<file path="src/rtl/rtc_upd_pkg.sv">
package rtc_upd_pkg;
   typedef enum logic [1:0] {
      PH_IDLE   = 2'd0,
      PH_WARN   = 2'd1,
      PH_UPDATE = 2'd2
   } upd_phase_e;
endpackage

</file>
<file path="src/rtl/rtc_sec_prescaler.sv">
module rtc_sec_prescaler #(
   parameter int unsigned TICKS_PER_SEC = 32768,
   parameter int unsigned PW            = $clog2(TICKS_PER_SEC)
) (
   input  logic          clk,
   input  logic          rst_n,
   input  logic          tick,
   input  logic          hold,
   output logic [PW-1:0] cnt
);
   localparam logic [PW-1:0] LAST = PW'(TICKS_PER_SEC - 1);
   localparam bit IS_POW2 = ((TICKS_PER_SEC & (TICKS_PER_SEC - 1)) == 0);

   initial begin
      AST_PRE_WIDTH: assert ((1 << PW) >= TICKS_PER_SEC)
         else $error("prescaler width too small");
   end

   generate
      if (IS_POW2) begin : g_pow2
         // natural wrap of a full-width counter
         always_ff @(posedge clk) begin
            if (!rst_n)     cnt <= '0;
            else if (hold)  cnt <= '0;
            else if (tick)  cnt <= cnt + 1'b1;
         end
      end else begin : g_cmp
         always_ff @(posedge clk) begin
            if (!rst_n)     cnt <= '0;
            else if (hold)  cnt <= '0;
            else if (tick)  cnt <= (cnt == LAST) ? '0 : cnt + 1'b1;
         end
      end
   endgenerate

   AST_PRE_HELD: assert property (@(posedge clk) disable iff (!rst_n)
      hold |=> (cnt == '0));

   AST_PRE_RANGE: assert property (@(posedge clk) disable iff (!rst_n)
      cnt <= LAST);
endmodule

</file>
<file path="src/rtl/rtc_phase_seq.sv">
module rtc_phase_seq
   import rtc_upd_pkg::*;
#(
   parameter int unsigned TICKS_PER_SEC = 32768,
   parameter int unsigned WARN_TICKS    = 8,
   parameter int unsigned UPD_TICKS     = 65,
   parameter int unsigned PW            = $clog2(TICKS_PER_SEC)
) (
   input  logic          clk,
   input  logic          rst_n,
   input  logic          tick,
   input  logic          hold,
   input  logic          kill,
   input  logic [PW-1:0] pre,
   output upd_phase_e    phase,
   output logic          advance,
   output logic          update_end
);
   localparam int unsigned WIN_MAX = (WARN_TICKS > UPD_TICKS) ? WARN_TICKS : UPD_TICKS;
   localparam int unsigned WW      = $clog2(WIN_MAX + 1);
   localparam logic [PW-1:0] START_PT  = PW'(TICKS_PER_SEC - WARN_TICKS - 1);
   localparam logic [WW-1:0] WARN_LAST = WW'(WARN_TICKS - 1);
   localparam logic [WW-1:0] UPD_LAST  = WW'(UPD_TICKS - 1);

   logic [WW-1:0] win;

   always_ff @(posedge clk) begin
      if (!rst_n) begin
         phase      <= PH_IDLE;
         win        <= '0;
         advance    <= 1'b0;
         update_end <= 1'b0;
      end else begin
         advance    <= 1'b0;
         update_end <= 1'b0;
         if (kill) begin
            phase <= PH_IDLE;
            win   <= '0;
         end else begin
            unique case (phase)
               PH_IDLE: begin
                  if (tick && !hold && (pre == START_PT)) begin
                     phase <= PH_WARN;
                     win   <= '0;
                  end
               end
               PH_WARN: begin
                  if (hold) begin
                     phase <= PH_IDLE;
                     win   <= '0;
                  end else if (tick) begin
                     if (win == WARN_LAST) begin
                        phase   <= PH_UPDATE;
                        win     <= '0;
                        advance <= 1'b1;
                     end else begin
                        win <= win + 1'b1;
                     end
                  end
               end
               PH_UPDATE: begin
                  if (tick) begin
                     if (win == UPD_LAST) begin
                        phase      <= PH_IDLE;
                        win        <= '0;
                        update_end <= 1'b1;
                     end else begin
                        win <= win + 1'b1;
                     end
                  end
               end
               default: begin
                  phase <= PH_IDLE;
                  win   <= '0;
               end
            endcase
         end
      end
   end

   AST_ADV_FROM_WARN: assert property (@(posedge clk) disable iff (!rst_n)
      advance |-> (phase == PH_UPDATE && $past(phase) == PH_WARN));

   AST_END_FROM_UPD: assert property (@(posedge clk) disable iff (!rst_n)
      update_end |-> (phase == PH_IDLE && $past(phase) == PH_UPDATE));

   AST_SET_ABORTS_WARN: assert property (@(posedge clk) disable iff (!rst_n)
      (phase == PH_WARN && hold) |=> (phase == PH_IDLE && !advance));

   AST_SET_KEEPS_UPD: assert property (@(posedge clk) disable iff (!rst_n)
      (phase == PH_UPDATE && hold && !kill && !tick) |=> (phase == PH_UPDATE));

   AST_KILL_IDLE: assert property (@(posedge clk) disable iff (!rst_n)
      kill |=> (phase == PH_IDLE && !advance && !update_end));

   AST_WIN_BOUND: assert property (@(posedge clk) disable iff (!rst_n)
      (phase == PH_WARN) |-> (win <= WARN_LAST));

   AST_WIN_BOUND_UPD: assert property (@(posedge clk) disable iff (!rst_n)
      (phase == PH_UPDATE) |-> (win <= UPD_LAST));
endmodule

</file>
<file path="src/rtl/rtc_update_seq.sv">
module rtc_update_seq
   import rtc_upd_pkg::*;
#(
   parameter int unsigned TICKS_PER_SEC = 32768,
   parameter int unsigned WARN_TICKS    = 8,
   parameter int unsigned UPD_TICKS     = 65
) (
   input  logic clk,
   input  logic rst_n,
   input  logic tick,
   input  logic set_mode,
   input  logic div_reset,
   output logic uip,
   output logic advance,
   output logic update_end
);
   localparam int unsigned PW = $clog2(TICKS_PER_SEC);

   initial begin
      AST_CFG_NONZERO: assert (WARN_TICKS >= 1 && UPD_TICKS >= 1)
         else $error("phase lengths must be nonzero");
      AST_CFG_GAP: assert (TICKS_PER_SEC > 2 * WARN_TICKS + UPD_TICKS)
         else $error("second too short for warn, window and idle gap");
   end

   logic [PW-1:0] pre;
   upd_phase_e    phase;
   logic          pre_hold;

   assign pre_hold = set_mode | div_reset;

   rtc_sec_prescaler #(
      .TICKS_PER_SEC(TICKS_PER_SEC),
      .PW           (PW)
   ) u_pre (
      .clk  (clk),
      .rst_n(rst_n),
      .tick (tick),
      .hold (pre_hold),
      .cnt  (pre)
   );

   rtc_phase_seq #(
      .TICKS_PER_SEC(TICKS_PER_SEC),
      .WARN_TICKS   (WARN_TICKS),
      .UPD_TICKS    (UPD_TICKS),
      .PW           (PW)
   ) u_seq (
      .clk       (clk),
      .rst_n     (rst_n),
      .tick      (tick),
      .hold      (set_mode),
      .kill      (div_reset),
      .pre       (pre),
      .phase     (phase),
      .advance   (advance),
      .update_end(update_end)
   );

   assign uip = (phase != PH_IDLE) && !div_reset;

   AST_UIP_DIVRST: assert property (@(posedge clk) disable iff (!rst_n)
      (div_reset && $past(div_reset)) |-> (!uip && phase == PH_IDLE));

   AST_PULSES_EXCL: assert property (@(posedge clk) disable iff (!rst_n)
      !(advance && update_end));
endmodule

</file>
<file path="config.mk">
export PLATFORM = sky130hd
export DESIGN_NAME = rtc_update_seq
export DESIGN_NICKNAME = d
export VERILOG_FILES = /design/src/rtl/rtc_upd_pkg.sv /design/src/rtl/rtc_sec_prescaler.sv /design/src/rtl/rtc_phase_seq.sv /design/src/rtl/rtc_update_seq.sv
export SDC_FILE = /design/constraint.sdc
export NUM_CORES = 1
export LEC_CHECK = 0
export ABC_CLOCK_PERIOD_IN_PS = 1900
export BUFFER_PORTS_ARGS = -buffer_cell sky130_fd_sc_hd__buf_2
export CAP_MARGIN = 0
export CORE_UTILIZATION = 35
export CTS_BUF_LIST = sky130_fd_sc_hd__clkbuf_2
export DETAILED_ROUTE_END_ITERATION = 8
export GPL_TIMING_DRIVEN = 0
export PLACE_DENSITY = 0.53
export SLEW_MARGIN = 20
export SYNTH_ARGS = -nofsm -noshare
export SYNTH_HDL_FRONTEND = slang
export SYNTH_HIERARCHICAL = 1
export SYNTH_SLANG_ARGS = --single-unit
</file>
<file path="constraint.sdc">
create_clock -name clk -period 1.9 [get_ports clk]
set_input_delay 0 -clock clk [delete_from_list [all_inputs] [get_ports clk]]
set_output_delay 0 -clock clk [all_outputs]
set_load 0.02 [all_outputs]
</file>
Yosys cells after proc, flatten, opt, wreduce, memory -nomap -nowiden:

Cells that the tools add are included.

* mux-type cells: 16
* equality and inequality tests: 10
* add/subtract/negate cells: 2
* bitwise gates (word level): 5
* reductions and logical operators: 13

Operators by type and width (count)
* $mux 7: 6
* $pmux 7 s3: 1
* $add 15x1->15 const B: 1
* $eq 15x15->1 const B: 1
* $mux 2: 6
* $add 7x1->7 const B: 1
* $eq 7x3->1 const B: 1
* $eq 7x7->1 const B: 1
* $pmux 2 s3: 1
* $reduce_and 5->1: 1
* $reduce_or 5->1: 1
* $ne 2x1->1 const B: 2
* $not 1->1: 4
* $reduce_or 2->1: 2
* $reduce_or 4->1: 1
* $logic_and 1x1->1: 3
* $ne 3x2->1 const B: 1
* $ne 3x3->1 const B: 1
* $reduce_and 3->1: 1
* $eq 2x1->1 const B: 1
* $eq 2x2->1 const B: 1
* $logic_not 1->1: 2
* $logic_not 2->1: 1
* $mux 1: 2
* other kinds (3): 3

* output and inout bits: 3
* word-level logic and storage cells: 51
* register bits: 26
* bits of input ports: 5

Longest topological paths before layout:

* depth after elaboration: 5
* gate-level depth with buffers: 7
* depth with buffers taken out: 7

Hierarchy:

Netlist, hierarchy kept.

By module, submodules not included
* rtc_phase_seq: area each 744.5 um2, cells each 80, sequential area each 220.2 um2, instances 1
* rtc_sec_prescaler: area each 705.7 um2, cells each 80, sequential area each 300.3 um2, instances 1
* rtc_update_seq: area each 16.3 um2, cells each 2, sequential area each 0.0 um2, instances 1

Least setup slack after synthesis:

OpenSTA, ideal clock, no wires.

* path type: register to register
* from: reg u_seq.win[3]
* to: reg u_seq.win[3]
* stages on the path, launching flop included: 6
* path buffers: 0
* slack: 247 ps
* setup time: 117 ps
* required time: 1783 ps
* arrival: 1535 ps
* period minus slack after synthesis: 1653 ps
* path through: dfxtp_1 > or3_4 > o311ai_4 > o21a_4 > o21ai_1 > a32o_2

* longest elaborated chain between the ends: 5
* elaborated cells between the ends (all ways): 9
* classes of those cells: add/sub (1); eq/ne (2); mux (6)

Ends and longest elaborated chain
* start: declaration: RTL line rtc_phase_seq.sv:25 `logic [WW-1:0] win;`
* start signal: assignment: RTL line rtc_phase_seq.sv:57 `win <= win + 1'b1;`
* start signal: assignment: RTL line rtc_phase_seq.sv:68 `win <= win + 1'b1;`
* $add 7x1->7 or $eq 7x3->1 (tied branches): RTL line rtc_phase_seq.sv:57, rtc_phase_seq.sv:68, rtc_phase_seq.sv:52
* $mux 7: RTL line rtc_phase_seq.sv:52 `if (win == WARN_LAST) begin`
* $mux 7: RTL line rtc_phase_seq.sv:51 `end else if (tick) begin`
* $mux 7: RTL line rtc_phase_seq.sv:48 `if (hold) begin`
* $pmux 7 s3 (*): RTL line rtc_phase_seq.sv:40 `unique case (phase)`

Every way passes the cells marked *; elsewhere a longest branch is shown, timed or not. The select of a mux whose other input is x is not followed.
A chain may end at the register's enable or synchronous reset.

Final worst setup path:

* from: reg u_seq.win[3]
* to: reg u_seq.win[5]

Same word-level chain as after synthesis.

==> results.yml <==
status:
  outcome: "complete, no violations"
synth:
  synth_xor_area_share_pct: 1.79
  yosys.area_share.adder_pct: 5.12
  yosys.area_share.simple_pct: 28.8
  synth_most_common_cell: "dfxtp_1"
  synth_largest_area_cell: "dfxtp_1"
  synthTopCellsByCount: "26 x dfxtp_1, 14 x nand2_1, 12 x a21oi_1"
  syn-cell-area_um2: 1470
  synth_seq_cells: 26
  synth-edff-count: 0
  syn_area_per_cell_um2: 9.05
  synth_top_family_by_area: "simple AND/OR/NAND/NOR gates"
  muxShareOfSynthArea_pct: 2.73
  synth.distinct_cells: 49
  synth_area_leaders: "dfxtp_1 35%, ha_1 5.1%, a21oi_1 4.1%, nand2_1 3.6%, o31ai_1 3.1%"
  synth_nets: 173
  synthFlopType: "dfxtp_1"
  synth_top_area_share_pct: 35.5
  synth-seq-area-share_pct: 35.5
  synth-async-reset-ratio_pct: 0
  synth_warnings: 6
  synth-compound-area-share_pct: 21.8
  synth_cells: 162
global_routing:
  grt_max_degree: 16
  grt_overflow: 0
  antenna_found_initial: 0
  grt_pass1_vias: 1098
  grt_pass1_wl_um: 4950
  grt_util_all_layers_pct: 14.6
timing:
  setup_viol_count_final: 0
  hold_violations: 0
  period_share_pct: 94.0
  fmax_ghz: 0.560
  hold_slack_ns: 0.0386
  drv_slew: 0
  fin_ws_ns: 0.114
  min_period_ns: 1.79
  relSlewSlack_pct: 64.7
  fin_skew_ns: 0.00728
  tightest_slew_ns: 0.528
  finalSetupTns_ns: 0
pwr:
  powerDensity_nw_per_um2: 561
  ir_worst_vdd_uv: 329
  total_leakage_power_uw: 0.000554
routing:
  num_vias: 1282
  wl_um: 3020
  drt_iter0_markers: 95
  drtPass1Iterations: 4
  drtAntennaViolNets: 0
  drc: 0
  routedWlPerCell_um: 13.2
  vias_per_cell: 5.60
critical_path:
  path_cells: "or3_4 > nor3_2 > o21a_4 > o21ai_1 > a32o_1"
  slowest_delay_ns: 0.43
  critical_path_class: "reg2reg"
  cp_max_fo: 5
  end_kind: "flip-flop"
  arrival_ns: 2.08
  cp.required_ns: 2.19
  critical-path-top-delay-family: "simple AND/OR/NAND/NOR gates"
  cp_slowest_cell: "or3_4"
  worst-path-buf-inv: 0
  crit_path_start_kind: "flip-flop"
placed_design:
  dpl.hpwl_um: 2170
  portBuffers: 7
  globalplace.congestion: 0.801
  pre_cts_ws_ns: 0.0856
  placed_area_um2: 1560
final_layout:
  multi_input_area_um2: 892
  final_layout_size_suffix_gt1_share_pct: 21.8
  n_antenna_cell: 0
  layout.nets: 191
  regArea_um2: 526
  post-route-util_pct: 41.9
  area_growth_pct: 14.2
  nFillCells: 382
  final_area_um2: 1670
flow_run:
  maxCapViolations: 0
die:
  rows: 23
  coreArea_um2: 4000
  die_h_um: 66.7
  die_x_um: 66.7
  start_util_pct: 36.7
  ios: 8
  fp.dieArea_um2: 4450
clock_network:
  clkSinkCount: 26
  worstSkewPairLatency_ns: 0.36
  htree_num_levels: 1
  cts_tree: "built"
  clock_path_buffers: 2
  root_buffer: "clkbuf_2"
  cts_buffers: 3
  clkSlewWorstSetupHoldPaths_ns: 0.25
min_path:
  hp-class: "in2reg"
area by class of cell:
class / instances / share of cell area (%)
multi-input cells: 124 / 53.3
flip-flops and latches: 26 / 31.4
repair buffers: 13 / 5.23
well taps: 50 / 3.74
plain buffers: 5 / 2.09
clock inverters: 1 / 1.79
inverters: 7 / 1.57
clock buffers: 3 / 0.897
sequential cells by signal (all words and copies together) (netlist names):
name              count
u_seq/win             7
u_seq/phase           2
u_seq/advance         1
u_pre/cnt            15
u_seq/update_end      1
metrics by stage:
step / cells / total power, µW
3_3_place_gp: 219 / 591
4_1_cts: 226 / 955
3_5_place_dp: 219 / 591
2_1_floorplan: 162 / 578
6_report: 229 / 939
5_1_grt: 229 / 981
routing by layer:
metal / track usage, % / vias to the layer above / share of wire, %
met3: 2.23 / 2 / 4.5
li1: - / 647 / -
met2: 22.5 / 29 / 45
met4: 6.12 / 0 / 0.83
met5: 0 / - / 0
met1: 20.1 / 604 / 50
kinds of logic after synthesis:
family                     count (synthesis)
DFF                                       26
adders and majority gates                  6
buffers and inverters                     12
xor gates and xnor gates                   3
and+or+nand+nor                           70
AOI/OAI and AO/OA                         41
muxes                                      4
worst register-to-register path, stage by stage, from the launching register on:
cell,delay [ns]
dfxtp_1,0.40
or3_4,0.43
nor3_2,0.36
o21a_4,0.21
o21ai_1,0.08
a32o_1,0.25
cells in the final DEF (no fill, tap or decap), types with 2 or more instances in the layout:
master         synthesis  routed
dfxtp_1               26      22
nand2_1               14      14
a21oi_1               12      12
buf_2                  1       8
inv_1                  7       7
nand3_1                7       7
nand2b_1               6       6
nand4_1                6       6
ha_1                   6       6
buf_4                  2       5
o31ai_1                6       5
o21ai_1                5       5
nor2_1                 5       4
mux2i_1                4       4
nor4_1                 4       4
or4_1                  4       4
o21ai_0                4       4
dfxtp_2                0       4
nor3b_1                4       4
clkbuf_2               0       3
dlygate4sd3_1          0       3
and3_2                 3       3
a32o_1                 3       3
xor2_1                 2       2
or2_2                  2       2
nor2b_1                2       2
o21a_1                 2       2
report_power, final:
group / leakage, µW / switching (µW) / internal [µW] / total [µW]
registers: 0.000211 / 0.876 / 548 / 549
logic: 0.000316 / 19.9 / 16.3 / 36.2
clock network: 0.0000266 / 173 / 181 / 354
path summary, 6_finish.rpt:
| path | from | end | slack [ns] | depth (start not counted) |
|---|---|---|---|---|
| worst max register to register | u_seq/win[3] | u_seq/win[5] | 0.11 | 5 |
| worst min register to register | u_pre/cnt[14] | u_pre/cnt[14] | 0.50 | 2 |
| worst max-delay path | u_seq/win[3] | u_seq/win[5] | 0.11 | 5 |
| worst min-delay path | div_reset | u_seq/update_end | 0.04 | 4 |
what timing repair did:
action,in CTS,in global routing
endpoints found under the hold margin,3,0
setup buffers,0,3
endpoints found under the setup margin,0,8
hold buffers,3,0
gates resized for setup,0,6
Power figures use the tool's default switching activity.
